===== config.mk =====
export PLATFORM = sky130hd
export DESIGN_NAME = pwm_gen
export DESIGN_NICKNAME = d
export VERILOG_FILES = /design/src/rtl/pwm_pkg.sv /design/src/rtl/pwm_prescaler.sv /design/src/rtl/pwm_timebase.sv /design/src/rtl/pwm_duty_shadow.sv /design/src/rtl/pwm_postscaler.sv /design/src/rtl/pwm_gen.sv
export SDC_FILE = /design/constraint.sdc
export NUM_CORES = 1
export LEC_CHECK = 0
export ABC_CLOCK_PERIOD_IN_PS = 2600
export BUFFER_PORTS_ARGS = -buffer_cell sky130_fd_sc_hd__buf_4
export CAP_MARGIN = 20
export CORE_UTILIZATION = 55
export CTS_BUF_LIST = sky130_fd_sc_hd__clkbuf_16
export CTS_CLUSTER_DIAMETER = 100
export DETAILED_ROUTE_END_ITERATION = 10
export PLACE_DENSITY = 0.79
export SKIP_CTS_REPAIR_TIMING = 1
export SKIP_LAST_GASP = 1
export SYNTH_ARGS = -nofsm -noshare
export SYNTH_HDL_FRONTEND = slang
export SYNTH_HIERARCHICAL = 1
export SYNTH_SLANG_ARGS = --single-unit

===== constraint.sdc =====
create_clock -name clk_i -period 2.6 [get_ports clk_i]
set_input_delay 0.39 -clock clk_i [delete_from_list [all_inputs] [get_ports clk_i]]
set_output_delay 0.39 -clock clk_i [all_outputs]
set_load 0.01 [all_outputs]

===== src/rtl/pwm_pkg.sv =====
package pwm_pkg;
  localparam int TMR_W  = 8;
  localparam int FINE_W = 2;
  localparam int DUTY_W = TMR_W + FINE_W;
  localparam int POST_W = 4;
  localparam int PRE_W  = 2;
  // divider spans 4*16 cycles at the largest prescale
  localparam int DIV_W  = FINE_W + 4;
  localparam int DATA_W = 8;
  localparam int ADDR_W = 2;

  typedef enum logic [ADDR_W-1:0] {
    ADDR_PERIOD  = 2'd0,
    ADDR_DUTY_HI = 2'd1,
    ADDR_CHAN    = 2'd2,
    ADDR_TCTRL   = 2'd3
  } reg_addr_e;

  typedef struct packed {
    logic [POST_W-1:0] post_sel;
    logic              en;
    logic [PRE_W-1:0]  pre_sel;
  } tctrl_t;

  localparam int CHAN_LSB = 4;
endpackage


===== src/rtl/pwm_prescaler.sv =====
module pwm_prescaler
  import pwm_pkg::*;
(
  input  logic              clk_i,
  input  logic              rst_ni,
  input  logic              en_i,
  input  logic [PRE_W-1:0]  pre_sel_i,
  output logic              tick_o,
  output logic [FINE_W-1:0] fine_nxt_o
);
  logic [DIV_W-1:0] div_q, div_d, last;

  always_comb begin
    case (pre_sel_i)
      2'b00:   last = DIV_W'(4 - 1);
      2'b01:   last = DIV_W'(16 - 1);
      default: last = DIV_W'(64 - 1);
    endcase
  end

  // >= recovers if the prescale shrinks mid-tick
  assign tick_o = en_i && (div_q >= last);

  always_comb begin
    if (!en_i)       div_d = div_q;
    else if (tick_o) div_d = '0;
    else             div_d = div_q + 1'b1;
  end

  always_comb begin
    case (pre_sel_i)
      2'b00:   fine_nxt_o = div_d[FINE_W-1:0];
      2'b01:   fine_nxt_o = div_d[FINE_W+1:2];
      default: fine_nxt_o = div_d[FINE_W+3:4];
    endcase
  end

  always_ff @(posedge clk_i or negedge rst_ni) begin
    if (!rst_ni) div_q <= '0;
    else         div_q <= div_d;
  end

  p_div_hold_r7: assert property (@(posedge clk_i) disable iff (!rst_ni)
    !en_i |=> $stable(div_q));
endmodule


===== src/rtl/pwm_timebase.sv =====
module pwm_timebase
  import pwm_pkg::*;
(
  input  logic             clk_i,
  input  logic             rst_ni,
  input  logic             tick_i,
  input  logic [TMR_W-1:0] period_i,
  output logic [TMR_W-1:0] tmr_nxt_o,
  output logic             wrap_o
);
  logic [TMR_W-1:0] tmr_q;

  assign wrap_o = tick_i && (tmr_q == period_i);

  always_comb begin
    if (wrap_o)      tmr_nxt_o = '0;
    else if (tick_i) tmr_nxt_o = tmr_q + 1'b1;
    else             tmr_nxt_o = tmr_q;
  end

  always_ff @(posedge clk_i or negedge rst_ni) begin
    if (!rst_ni) tmr_q <= '0;
    else         tmr_q <= tmr_nxt_o;
  end

  p_tmr_hold_r7: assert property (@(posedge clk_i) disable iff (!rst_ni)
    !tick_i |=> $stable(tmr_q));
endmodule


===== src/rtl/pwm_duty_shadow.sv =====
module pwm_duty_shadow
  import pwm_pkg::*;
(
  input  logic              clk_i,
  input  logic              rst_ni,
  input  logic              load_i,
  input  logic [DUTY_W-1:0] duty_i,
  output logic [DUTY_W-1:0] shadow_o
);
  always_ff @(posedge clk_i or negedge rst_ni) begin
    if (!rst_ni)     shadow_o <= '0;
    else if (load_i) shadow_o <= duty_i;
  end

  p_shadow_hold_r4: assert property (@(posedge clk_i) disable iff (!rst_ni)
    !load_i |=> $stable(shadow_o));
endmodule


===== src/rtl/pwm_postscaler.sv =====
module pwm_postscaler
  import pwm_pkg::*;
(
  input  logic              clk_i,
  input  logic              rst_ni,
  input  logic              match_i,
  input  logic [POST_W-1:0] sel_i,
  output logic              irq_o
);
  logic [POST_W-1:0] cnt_q;
  logic              hit;

  assign hit = match_i && (cnt_q >= sel_i);

  always_ff @(posedge clk_i or negedge rst_ni) begin
    if (!rst_ni) begin
      cnt_q <= '0;
      irq_o <= 1'b0;
    end else begin
      irq_o <= hit;
      if (hit)          cnt_q <= '0;
      else if (match_i) cnt_q <= cnt_q + 1'b1;
    end
  end

  p_irq_pulse_r8: assert property (@(posedge clk_i) disable iff (!rst_ni)
    irq_o |=> !irq_o);
endmodule


===== src/rtl/pwm_gen.sv =====
module pwm_gen
  import pwm_pkg::*;
(
  input  logic              clk_i,
  input  logic              rst_ni,
  input  logic              wr_en_i,
  input  logic [ADDR_W-1:0] wr_addr_i,
  input  logic [DATA_W-1:0] wr_data_i,
  output logic              pwm_o,
  output logic              irq_o
);
  logic [TMR_W-1:0]  period_q;
  logic [TMR_W-1:0]  duty_hi_q;
  logic [FINE_W-1:0] duty_lo_q;
  tctrl_t            tctrl_q;

  logic              tick, wrap, pwm_q, pwm_d;
  logic [FINE_W-1:0] fine_nxt;
  logic [TMR_W-1:0]  tmr_nxt;
  logic [DUTY_W-1:0] duty_w, shadow;

  always_ff @(posedge clk_i or negedge rst_ni) begin
    if (!rst_ni) begin
      period_q  <= '0;
      duty_hi_q <= '0;
      duty_lo_q <= '0;
      tctrl_q   <= '0;
    end else if (wr_en_i) begin
      case (reg_addr_e'(wr_addr_i))
        ADDR_PERIOD:  period_q  <= wr_data_i;
        ADDR_DUTY_HI: duty_hi_q <= wr_data_i;
        ADDR_CHAN:    duty_lo_q <= wr_data_i[CHAN_LSB +: FINE_W];
        ADDR_TCTRL:   tctrl_q   <= tctrl_t'(wr_data_i[$bits(tctrl_t)-1:0]);
        default: ;
      endcase
    end
  end

  assign duty_w = {duty_hi_q, duty_lo_q};

  pwm_prescaler u_pre (
    .clk_i      (clk_i),
    .rst_ni     (rst_ni),
    .en_i       (tctrl_q.en),
    .pre_sel_i  (tctrl_q.pre_sel),
    .tick_o     (tick),
    .fine_nxt_o (fine_nxt)
  );

  pwm_timebase u_tb (
    .clk_i     (clk_i),
    .rst_ni    (rst_ni),
    .tick_i    (tick),
    .period_i  (period_q),
    .tmr_nxt_o (tmr_nxt),
    .wrap_o    (wrap)
  );

  pwm_duty_shadow u_shadow (
    .clk_i    (clk_i),
    .rst_ni   (rst_ni),
    .load_i   (wrap),
    .duty_i   (duty_w),
    .shadow_o (shadow)
  );

  pwm_postscaler u_post (
    .clk_i   (clk_i),
    .rst_ni  (rst_ni),
    .match_i (wrap),
    .sel_i   (tctrl_q.post_sel),
    .irq_o   (irq_o)
  );

  // look-ahead compare: output reflects the count of the coming cycle
  always_comb begin
    if (!tctrl_q.en)                       pwm_d = 1'b0;
    else if (wrap)                         pwm_d = |duty_w;
    else if ({tmr_nxt, fine_nxt} == shadow) pwm_d = 1'b0;
    else                                   pwm_d = pwm_q;
  end

  always_ff @(posedge clk_i or negedge rst_ni) begin
    if (!rst_ni) pwm_q <= 1'b0;
    else         pwm_q <= pwm_d;
  end

  assign pwm_o = pwm_q;

  p_rise_at_wrap_r3: assert property (@(posedge clk_i) disable iff (!rst_ni)
    $rose(pwm_q) |-> $past(wrap));
  p_zero_duty_low_r5: assert property (@(posedge clk_i) disable iff (!rst_ni)
    (shadow == '0) |-> !pwm_q);
  p_off_low_r7: assert property (@(posedge clk_i) disable iff (!rst_ni)
    !tctrl_q.en |=> !pwm_q);
endmodule


==> results.toml <==
[outcome]
status = "finished clean"

[floorplanning]
dieHeight_um = 73.4
io_pins = 15
start_util_pct = 58.2
rows = 25
core_area_um2 = 4820
die_x_um = 73.4
dieArea_um2 = 5390

[routing]
viasPerCell = 5.67
antenna_left = 0
drt_iter0_markers = 145
drt-total-wl_um = 5760
drc = 0
drt_pass1_iterations = 4
routedWlPerCell_um = 17.7
vias = 1850

[cts]
cts_tree = "done"
cts.path.max_buffers = 2
root_buffer = "clkbuf_16"
htreeDepth = 2
clkSinkCount = 55
path_clk_slew_ns = 0.07
cts_made_buffers = 5
clk_latency_ns = 0.29

[setup_path]
worstPathRequired_ns = 2.78
crit_arrival_ns = 2.76
endpoint_kind = "flip-flop"
worst_path_largest_cell_delay_ns = 0.48
critPathBufInv = 2
cp_cell_sequence = "inv_2 > ha_4 > and4bb_2 > buf_4 > o31ai_2 > a2111o_1 > o221a_1 > xnor2_1 > a41oi_2 > a31oi_1 > o21ai_1"
worstSetupPathType = "reg -> reg"
start_kind = "flip-flop"
cpMaxStageDelayCell = "a2111o_1"
critical-path-top-delay-family = "compound AO/OA/AOI/OAI gates"
crit_fanout = 4

[global_route]
grt_pass1_vias = 1816
grt.total_usage_pct = 23.2
gr-total-overflow = 0
grt_max_degree = 56
antenna_found_initial = 0
grt_pass1_wl_um = 9180

[power]
power_density_nw_per_um2 = 786
finalPower_mw = 2.66
p_leak_nw = 1.50
ir_drop_uv = 451

[flow_run]
drv_cap = 0

[timing]
fin_skew_ns = 0.00524
rsz0062_at_grt = "true"
min_period_ns = 2.59
slew_headroom_pct = 54.4
setup_tns_ns = 0
whs_ns = 0.134
setup_slack_ns = 0.0144
setup_viol = 0
clock.fmax_ghz = 0.387
hold_viol = 0
worst_pin_slew_ns = 0.684
slew_viol_final = 0
fin_crit_sh_pct = 99.4

[synth]
synthArstFlopShare_pct = 100
ys.flop_type = "dfrtp_1"
yosysTopAreaCell = "dfrtp_1"
synthDominantCellAreaShare_pct = 49.1
ys_seq_area_share_pct = 49.1
syn_nets = 247
ys_warn_count = 6
synth_area_um2 = 2800
synthCells = 225
synth_edf_count = 0
synth_area_leaders = "dfrtp_1, mux2_2, xnor2_1"
avgSynthCellArea_um2 = 12.5
synth.ff_latch_count = 55
netlist-cell-type-count = 49

[layout]
finalNonFillerCells = 326
nFillCells = 354
layout-area-overhead-vs-synth_pct = 20.9
final_common_cell = "dfrtp_1"
nNetsFinal = 280
n_antenna_cell = 0
layout_common_cells = "dfrtp_1, buf_4, mux2_2, xnor2_1, mux2_4"
layout-drive-gt1-share_pct = 42.9

[place]
dp_hpwl_um = 4040
place_congestion = 0.912
pre_cts_ws_ns = -0.0244
port-buffer-count = 14
dp_cells = 312

[hold_path]
hold_class = "in -> async"
[layout make-up]
| class | instances | area, um^2 | area share [%] |
|---|---|---|---|
| clock buffer | 5 | 125 | 3.69 |
| clock inverter | 3 | 23.8 | 0.702 |
| inverter | 10 | 37.5 | 1.11 |
| multi-input combinational | 156 | 1500 | 44.2 |
| sequential | 55 | 1380 | 40.6 |
| tap | 67 | 83.8 | 2.47 |
| timing repair buffer | 30 | 245 | 7.24 |
[synth_stat cells (all sizes together) (2+ instances only)]
| master | number |
|---|---|
| dfrtp | 55 |
| mux2 | 36 |
| xnor2 | 19 |
| nor2 | 12 |
| inv | 10 |
| nand2 | 10 |
| ha | 9 |
| nand4 | 7 |
| xor2 | 7 |
| o21ai | 6 |
| nand3 | 5 |
| a21oi | 4 |
| nor3 | 4 |
| a21o | 3 |
| buf | 3 |
| nand3b | 3 |
| nor2b | 3 |
| nor3b | 3 |
| nor4 | 3 |
| o22ai | 3 |
| a41oi | 2 |
[power breakdown]
| part | internal, mW | switching (mW) | total [mW] |
|---|---|---|---|
| Combinational | 0.419 | 0.390 | 0.809 |
| Sequential | 1.00 | 0.176 | 1.18 |
| Clock | 0.363 | 0.314 | 0.676 |
| Total | 1.78 | 0.880 | 2.66 |
[cell families (layout without fill, tap and decap cells)]
logic type	Yosys count	in the layout	share of synthesized area, %
flip-flops	55	55	49.1
AND/OR/NAND/NOR	53	53	11.7
multiplexers	37	37	16.3
AO/OA/AOI/OAI	31	31	8.53
XOR/XNOR	26	26	8.13
buffers and inverters	14	48	2.28
adder cells (fa/ha/maj)	9	9	4.02
[stage by stage]
stage                     cell area [um^2]  util, %
final                                 3390     70.3
after global routing                  3390     70.3
after CTS                             3270     67.8
after detailed placement              3120     64.7
after global placement                3120     64.7
after floorplan                       2880        -
[sequential cells by signal, summed over array words and instances, names as in the netlist]
name and flops:
u_tb/tmr_q 8, u_pre/div_q 6, pwm_o 1, duty_lo_q 2, period_q 8, u_shadow/shadow_o 10
tctrl_q 7, u_post/irq_o 1, u_post/cnt_q 4, duty_hi_q 8
[path summary, 6_finish.rpt]
path | startpoint | end | slack [ns] | depth (start not counted)
setup / recovery | tctrl_q[1] | pwm_o | 0.01 | 11
hold / removal | rst_ni | u_pre/div_q[0] | 0.13 | 1
setup reg to reg | tctrl_q[1] | pwm_o | 0.01 | 11
hold reg to reg | tctrl_q[5] | tctrl_q[5] | 0.52 | 1
max in group asynchronous | rst_ni | u_pre/div_q[5] | 2.01 | 1
min in group clk_i | wr_data_i[7] | duty_hi_q[7] | 0.34 | 2
[layer usage]
metal / up-vias / track usage [%] / share of wire (%)
li1: 875 / - / -
met1: 937 / 33.3 / 48
met2: 31 / 37.1 / 49
met3: 7 / 2.88 / 2.0
met4: 0 / 6.62 / 0.92
met5: - / 0 / 0
(Power assumes the default switching activity.)
